===== config.mk =====
export PLATFORM = sky130hd
export DESIGN_NAME = rx_byte_fifo
export DESIGN_NICKNAME = d
export VERILOG_FILES = /design/src/rtl/rx_fifo_pkg.sv /design/src/rtl/rx_fifo_store.sv /design/src/rtl/rx_fifo_ctrl.sv /design/src/rtl/rx_byte_fifo.sv
export SDC_FILE = /design/constraint.sdc
export NUM_CORES = 1
export LEC_CHECK = 0
export ABC_AREA = 1
export BUFFER_PORTS_ARGS = -buffer_cell sky130_fd_sc_hd__buf_2
export CAP_MARGIN = 20
export CORE_MARGIN = 5
export CORE_UTILIZATION = 32
export CTS_CLUSTER_DIAMETER = 50
export DETAILED_ROUTE_END_ITERATION = 12
export GPL_TIMING_DRIVEN = 0
export PLACE_DENSITY = 0.47
export SKIP_CTS_REPAIR_TIMING = 1
export SLEW_MARGIN = 30
export SYNTH_ARGS = -nofsm -noshare
export SYNTH_HDL_FRONTEND = slang
export SYNTH_HIERARCHICAL = 1
export SYNTH_SLANG_ARGS = --single-unit
export TNS_END_PERCENT = 50

===== constraint.sdc =====
create_clock -name clk -period 2.11 [get_ports clk]
set_input_delay 0.211 -clock clk [delete_from_list [all_inputs] [get_ports clk]]
set_output_delay 0.211 -clock clk [all_outputs]
set_load 0.02 [all_outputs]

===== src/rtl/rx_fifo_pkg.sv =====
package rx_fifo_pkg;
    typedef logic [7:0] byte_t;

    typedef struct packed {
        logic not_empty;
        logic thresh;
        logic full;
        logic ovf;
        logic wstb;
    } fifo_flags_t;
endpackage


===== src/rtl/rx_fifo_store.sv =====
module rx_fifo_store
    import rx_fifo_pkg::*;
#(
    parameter int DEPTH = 32,
    localparam int PTR_W = $clog2(DEPTH)
) (
    input  logic             clk,
    input  logic             we,
    input  logic [PTR_W-1:0] waddr,
    input  byte_t            wdata,
    input  logic [PTR_W-1:0] raddr,
    output byte_t            rdata
);
    byte_t mem_q [DEPTH];

    always_ff @(posedge clk) begin
        if (we) begin
            mem_q[waddr] <= wdata;
        end
    end

    assign rdata = mem_q[raddr];
endmodule


===== src/rtl/rx_fifo_ctrl.sv =====
module rx_fifo_ctrl
    import rx_fifo_pkg::*;
#(
    parameter int DEPTH   = 32,
    parameter int THR_RST = 16,
    localparam int PTR_W = $clog2(DEPTH),
    localparam int CNT_W = $clog2(DEPTH + 1)
) (
    input  logic             clk,
    input  logic             rst_n,
    input  logic             flush,
    input  logic             sync_ok,
    input  logic             wr_valid,
    input  logic             rd_pop,
    input  logic             thr_we,
    input  logic [CNT_W-1:0] thr,
    input  logic             ovf_clr,
    output logic             mem_we,
    output logic [PTR_W-1:0] wptr,
    output logic [PTR_W-1:0] rptr,
    output logic             gate_open,
    output fifo_flags_t      flags
);
    localparam logic [PTR_W-1:0] LAST  = PTR_W'(DEPTH - 1);
    localparam logic [CNT_W-1:0] FULLC = CNT_W'(DEPTH);

    typedef struct packed {
        logic [PTR_W-1:0] wp;
        logic [PTR_W-1:0] rp;
        logic [CNT_W-1:0] cnt;
        logic [CNT_W-1:0] thr;
        logic             gate;
        logic             ovf;
        logic             stb;
    } ctrl_t;

    ctrl_t st_d, st_q;
    logic  empty, full, push_ok, pop_ok, ovf_evt;

    always_comb begin
        empty   = (st_q.cnt == '0);
        full    = (st_q.cnt == FULLC);
        push_ok = wr_valid && st_q.gate && !full && !flush;
        pop_ok  = rd_pop && !empty && !flush;
        ovf_evt = wr_valid && st_q.gate && full && !flush;

        st_d     = st_q;
        st_d.stb = push_ok;
        st_d.ovf = ovf_evt || (st_q.ovf && !ovf_clr);
        if (thr_we) begin
            st_d.thr = thr;
        end
        if (flush) begin
            st_d.wp   = '0;
            st_d.rp   = '0;
            st_d.cnt  = '0;
            st_d.gate = 1'b0;
        end else begin
            st_d.gate = st_q.gate || sync_ok;
            if (push_ok) begin
                st_d.wp = (st_q.wp == LAST) ? '0 : st_q.wp + 1'b1;
            end
            if (pop_ok) begin
                st_d.rp = (st_q.rp == LAST) ? '0 : st_q.rp + 1'b1;
            end
            case ({push_ok, pop_ok})
                2'b10:   st_d.cnt = st_q.cnt + 1'b1;
                2'b01:   st_d.cnt = st_q.cnt - 1'b1;
                default: st_d.cnt = st_q.cnt;
            endcase
        end
    end

    always_ff @(posedge clk or negedge rst_n) begin
        if (!rst_n) begin
            st_q      <= '0;
            st_q.thr  <= CNT_W'(THR_RST);
        end else begin
            st_q <= st_d;
        end
    end

    assign mem_we          = push_ok;
    assign wptr            = st_q.wp;
    assign rptr            = st_q.rp;
    assign gate_open       = st_q.gate;
    assign flags.not_empty = !empty;
    assign flags.thresh    = (st_q.cnt >= st_q.thr);
    assign flags.full      = full;
    assign flags.ovf       = st_q.ovf;
    assign flags.wstb      = st_q.stb;
endmodule


===== src/rtl/rx_byte_fifo.sv =====
module rx_byte_fifo
    import rx_fifo_pkg::*;
#(
    parameter int DEPTH   = 32,
    parameter int THR_RST = 16,
    localparam int PTR_W = $clog2(DEPTH),
    localparam int CNT_W = $clog2(DEPTH + 1)
) (
    input  logic             clk,
    input  logic             rst_n,
    input  logic             flush_i,
    input  logic             sync_ok_i,
    input  logic             wr_valid_i,
    input  logic [7:0]       wr_data_i,
    input  logic             rd_pop_i,
    output logic [7:0]       rd_data_o,
    input  logic             thr_we_i,
    input  logic [CNT_W-1:0] thr_i,
    input  logic             ovf_clr_i,
    output logic             not_empty_o,
    output logic             thresh_o,
    output logic             full_o,
    output logic             ovf_o,
    output logic             wr_stb_o
);
    logic             mem_we;
    logic [PTR_W-1:0] wptr, rptr;
    logic             gate_open;
    fifo_flags_t      flags;

    rx_fifo_ctrl #(.DEPTH(DEPTH), .THR_RST(THR_RST)) u_ctrl (
        .clk      (clk),
        .rst_n    (rst_n),
        .flush    (flush_i),
        .sync_ok  (sync_ok_i),
        .wr_valid (wr_valid_i),
        .rd_pop   (rd_pop_i),
        .thr_we   (thr_we_i),
        .thr      (thr_i),
        .ovf_clr  (ovf_clr_i),
        .mem_we   (mem_we),
        .wptr     (wptr),
        .rptr     (rptr),
        .gate_open(gate_open),
        .flags    (flags)
    );

    rx_fifo_store #(.DEPTH(DEPTH)) u_store (
        .clk  (clk),
        .we   (mem_we),
        .waddr(wptr),
        .wdata(wr_data_i),
        .raddr(rptr),
        .rdata(rd_data_o)
    );

    assign not_empty_o = flags.not_empty;
    assign thresh_o    = flags.thresh;
    assign full_o      = flags.full;
    assign ovf_o       = flags.ovf;
    assign wr_stb_o    = flags.wstb;
endmodule


# Word level (Yosys, flattened, before mapping)
# Memories as Yosys holds them, arrays and structs flattened.
# Cells that the tools add are included.
[op_classes]
n_mux = 9
n_reduce_logical = 18
magnitude_cmp = 1
n_eq_ne = 5
n_addsub = 4
[ops]
columns = ["cell", "n"]
rows = [
  ["$mux 5", 4],
  ["$mux 16", 1],
  ["$pmux 6 s2", 1],
  ["$add 5x1->5 const B", 2],
  ["$eq 5x5->1 const B", 2],
  ["$logic_and 1x1->1", 8],
  ["$add 6x1->6 const B", 1],
  ["$eq 6x6->1 const B", 1],
  ["$ge 6x6->1", 1],
  ["$logic_not 6->1", 1],
  ["$sub 6x1->6 const B", 1],
  ["$logic_not 1->1", 4],
  ["$reduce_bool 2->1", 2],
  ["$mux 1", 3],
  ["$reduce_bool 3->1", 1],
  ["$eq 2x1->1 const B", 1],
  ["$eq 2x2->1 const B", 1],
  ["$logic_or 1x1->1", 2],
]
[word_totals]
inputBits = 22
wordCells = 45
output_inout_bits = 13
memories = 1
regBits = 25
ram_bits = 256
[memory_table]
columns = ["memory", "depth", "word_bits", "read_ports", "rd_ports_with_merged_regs", "write_ports", "line_no", "rtl"]
rows = [
  ["u_store.mem_q", 32, 8, 1, 0, 1, "rx_fifo_store.sv:14", "byte_t mem_q [DEPTH];"],
]

# Depth between registers and ports, before layout
[logic_depth]
ltp_word = 7
depth_mapped = 14

# By module
# The synthesis kept the hierarchy.
[modules_own_cells]
columns = ["mod", "n_inst", "cells_each", "seq_area_each_um2", "area_per_inst_um2"]
rows = [
  ["rx_fifo_store", 1, 914, 7687.4, 10626.4],
  ["rx_fifo_ctrl", 1, 185, 626.9, 1632.8],
]

# Least setup slack after synthesis
# Ideal clock, no wire load.
[synth_timing]
path_type = "register -> register"
from = "register u_ctrl/st_q[10] (netlist bit)"
to = "register u_ctrl/st_q[13] (netlist bit)"
setup_slack_ps = -103
arrival_ps = 2084
required_time_ps = 1981
path_stages_with_launch = 14
synth_period_minus_slack_ps = 2213
cell_sequence = "dfrtp_1 > nor2_2 > nand3_2 > nand2_4 > nor2_2 > nand2_4 > inv_1 > fa_1 > nand2_1 > inv_1 > o21ai_0 > nand2_1 > xnor2_1 > o22ai_2"
[synth_via]
elab_chain_cells = 7
word_cells_on_any_way = 15
[synth_rtl]
columns = ["item", "line_no", "rtl"]
rows = [
  ["start: declaration", "rx_fifo_ctrl.sv:37", "ctrl_t st_d, st_q;"],
  ["start signal: assignment", "rx_fifo_ctrl.sv:79", "st_q <= st_d;"],
  ["$logic_not 6->1 *", "rx_fifo_ctrl.sv:41", "empty = (st_q.cnt == '0);"],
  ["$logic_not 1->1 *", "-", ""],
  ["via not_empty_o", "rx_byte_fifo.sv:20", "output logic not_empty_o,"],
  ["$logic_and 1x1->1 * (2 in series)", "rx_fifo_ctrl.sv:44", "pop_ok = rd_pop && !empty && !flush;"],
  ["$eq 2x1->1 / $eq 2x2->1 (equally long branches)", "rx_fifo_ctrl.sv:66", "case ({push_ok, pop_ok})"],
  ["$pmux 6 s2", "rx_fifo_ctrl.sv:66", ""],
  ["$mux 16", "rx_fifo_ctrl.sv:53", "if (flush) begin"],
]
# Mark *: on every way through the listed nets, which the timed path passes. The rest lies on a longest branch.
# A chain may end at the register's enable or synchronous reset.

# Worst setup path after layout
[layout_timing]
from = "register u_ctrl.st_q, in the netlist u_ctrl/rptr[0]"
to = "output port rd_data_o[7]"
[layout_via]
elab_chain_cells = 1
[layout_rtl]
columns = ["item", "line_no", "rtl"]
rows = [
  ["$mem_v2 32x8", "-", ""],
  ["end: declaration", "rx_byte_fifo.sv:16", "output logic [7:0] rd_data_o,"],
]
# No other way between the ends.

==> flow_summary.toml <==
[global_route]
grt_pass1_wl_mm = 49.6
antenna_found_initial = 0
grt_overflow = 0
grt_pass1_vias = 7874
grt_max_degree = 33
grt_use_total_pct = 15.8

[synth]
synth_fp_nets = 1136
async_reset_ff_share_pct = 8.90
synth_top_area_share_pct = 62.7
synth_flop_cell = "edfxtp_1"
synth.cell_area_um2 = 12300
synth_area_leaders = "edfxtp_1 (63%), nand2_1 (12%), nand3_1 (8.9%)"
ys_types = 37
seq_area_frac_synth_pct = 67.8
synth-seq-cells = 281
synth_largest_area_cell = "edfxtp_1"
netlist_instances = 1099
ys_warn_count = 6
synth_edf_count = 256
syn_area_per_cell_um2 = 11.2

[sta]
maxSlewViolCount = 0
fin_worst_skew_ns = 0.0175
finalHoldWorstSlack_ns = 0.00437
hold_viol = 0
finalCritPeriodShare_pct = 115
timing.final.ws_setup_ns = -0.325
fmax_ghz = 0.411
slew_headroom_pct = 46.0
setup_viol = 49
period_needed_ns = 2.44
tightestPinTransition_ns = 0.811
rsz0062_at_grt = "yes"

[placement]
gp_congestion = 0.833
place_hpwl_mm = 21.8
port_buffers = 34
dpl_cell_area_um2 = 13100

[worst_setup_path]
required_ns = 1.90
r2r_end = "u_ctrl/st_q[14]$_DFFE_PN0P_"
arrival_ns = 2.22
rr_worst_depth = 12
worstPathMaxFanout = 5
r2r_slack_ns = -0.12
crit_type = "reg2out"
cp-end-kind = "primary output"
reg2reg_from = "u_ctrl/st_q[10]$_DFFE_PN0P_"
setup.worst_path.start_class = "register"

[layout]
areaGrowthSynthToFinish_pct = 29.4
final_common_cell = "nand2_1"
fin_area_um2 = 15900
final_cell_mix = "nand2_1 (367), edfxtp_1 (256), nand3_1 (153)"
nets = 1259
final_layout_size_suffix_gt1_share_pct = 28.0
final_core_util_pct = 42.0
fillers = 3565
num_antenna_cells = 0

[power_and_ir_drop]
p_int_uw = 11800
p_seq_share_pct = 36.7
vdd_drop_max_uv = 560
comb_power_share_pct = 27.5
switching_share_pct = 30.1
cellPowerDensity_nw_per_um2 = 1070
switching_power_uw = 5090
p_leak_uw = 0.00602
clock_power_share_pct = 35.8

[clock_tree]
ctsHtreeMaxLevel = 2
clk_path_buf_depth = 3
clkTransAtPathRegs_ns = 0.06
cts_inserted_buffers = 36
root_buffer = "clkbuf_16"
cts_tree = "done"
cts_sinks = 281
clkLatencyLatePin_ns = 0.51

[routing]
wl_per_cell_um = 19.4
route.final.wire_length_mm = 34.1
vias = 8424
drt_iter0_drc = 621
dr.pass1.iters = 5
drcViolationCount = 0
vias_per_cell = 4.79
ant_nets = 0

[status]
outcome = "finished with violations"
violations = "setup timing"

[min_path]
min-delay-start = "wr_valid_i"
hold_end = "u_ctrl/flags[1]$_DFF_PN0_"
holdPathStages = 3
hold_class = "in2reg"

[floorplanning]
die_height_um = 206
initial_utilization_pct = 32.5
die_w_um = 206
core_um2 = 37800
fp-row-count = 71
design.die.area_um2 = 42300
io_pins = 35

[run]
max-cap-violations = 0
[how the worst max path moves through the flow]
stage,startpoint,to,slack [ns]
3_3_place_gp,flush_i,u_store/mem_q[10][0]$_DFFE_PP_,-0.52
3_5_place_dp,flush_i,u_store/mem_q[2][4]$_DFFE_PP_,-0.55
4_1_cts,u_ctrl/rptr[1]$_DFFE_PN0P_,rd_data_o[7],-0.97
6_report,u_ctrl/rptr[0]$_DFFE_PN0P_,rd_data_o[7],-0.33
5_1_grt,u_ctrl/rptr[0]$_DFFE_PN0P_,rd_data_o[4],-0.42
2_1_floorplan,u_ctrl/st_q[11]$_DFFE_PN0P_,u_ctrl/st_q[13]$_DFFE_PN0P_,0.03
[kinds of logic after synthesis]
| family | after synthesis | share of synthesized area (%) |
|---|---|---|
| simple gates | 666 | 23.1 |
| flops | 281 | 67.8 |
| buf+inv | 101 | 5.26 |
| compound gates | 29 | 1.68 |
| fa+ha+maj | 15 | 1.59 |
| xor+xnor | 5 | 0.357 |
| mux | 2 | 0.174 |
[power by group through the flow]
stage               sequential [uW]  combinational, uW  clock [uW]
global placement               6310               3500           0
detailed placement             6310               3520           0
global route                   6210               5030        6450
floorplan                      6290               2360           0
CTS                            6190               3530        6190
finish                         6200               4650        6050
[synthesized netlist by cell type (3+ instances only)]
| master | number |
|---|---|
| nand2_1 | 389 |
| edfxtp_1 | 256 |
| nand3_1 | 219 |
| nor2_1 | 43 |
| inv_1 | 31 |
| buf_6 | 24 |
| dfrtp_1 | 24 |
| buf_4 | 17 |
| buf_2 | 15 |
| ha_1 | 14 |
| o21ai_0 | 11 |
| clkbuf_1 | 8 |
| a21oi_1 | 5 |
| nand2_2 | 5 |
| nor2_2 | 4 |
| inv_2 | 3 |
| nand2_4 | 3 |
| xnor2_1 | 3 |
[state kept, by name (all words and copies together) (netlist names)]
signal and flops:
u_store/mem_q 256, u_ctrl/st_q 12, u_ctrl/rptr 5, u_ctrl/wptr 5, u_ctrl/flags 2, u_ctrl/gate_open 1
[through the flow]
stage          cells  worst slack (ns)  setup TNS [ns]  power [uW]
6_report        1759            -0.325           -4.29       16900
5_1_grt         1759            -0.417          -13.19       17700
4_1_cts         1708            -0.968          -97.88       15900
3_5_place_dp    1644            -0.551         -106.73        9830
3_3_place_gp    1644            -0.518         -104.41        9800
2_1_floorplan   1099            0.0334               0        8640
[layout make-up]
| cell class | count | area, um^2 | share of cell area, % |
|---|---|---|---|
| multi-input cells | 717 | 3950 | 24.9 |
| clock buffers | 47 | 963 | 6.07 |
| plain buffers | 64 | 697 | 4.39 |
| flip-flops and latches | 281 | 8320 | 52.5 |
| well taps | 511 | 639 | 4.03 |
| clock inverters | 17 | 211 | 1.33 |
| repair buffers | 87 | 923 | 5.82 |
| inverters | 35 | 158 | 0.994 |
[routing by layer]
metal / up-vias / GRT usage (%) / wire length (um)
met5: - / 0 / 0
met4: 0 / 5.45 / 799
met3: 55 / 2.82 / 1790
met2: 205 / 24.1 / 15900
met1: 4119 / 22.8 / 15700
li1: 4045 / - / -
[worst max-delay path, stage by stage (launching register included)]
cell and delay [ns]:
dfrtp_2 0.49, clkinv_8 0.12, buf_12 0.17, clkbuf_16 0.15, nand2_1 0.05, nand3_1 0.12, nand3_2 0.12, nand2_1 0.06
nand2_1 0.05, nand2_1 0.06, nand2_1 0.07, nand2_2 0.10, buf_6 0.15
No activity file was read; power rests on OpenSTA's default activity.
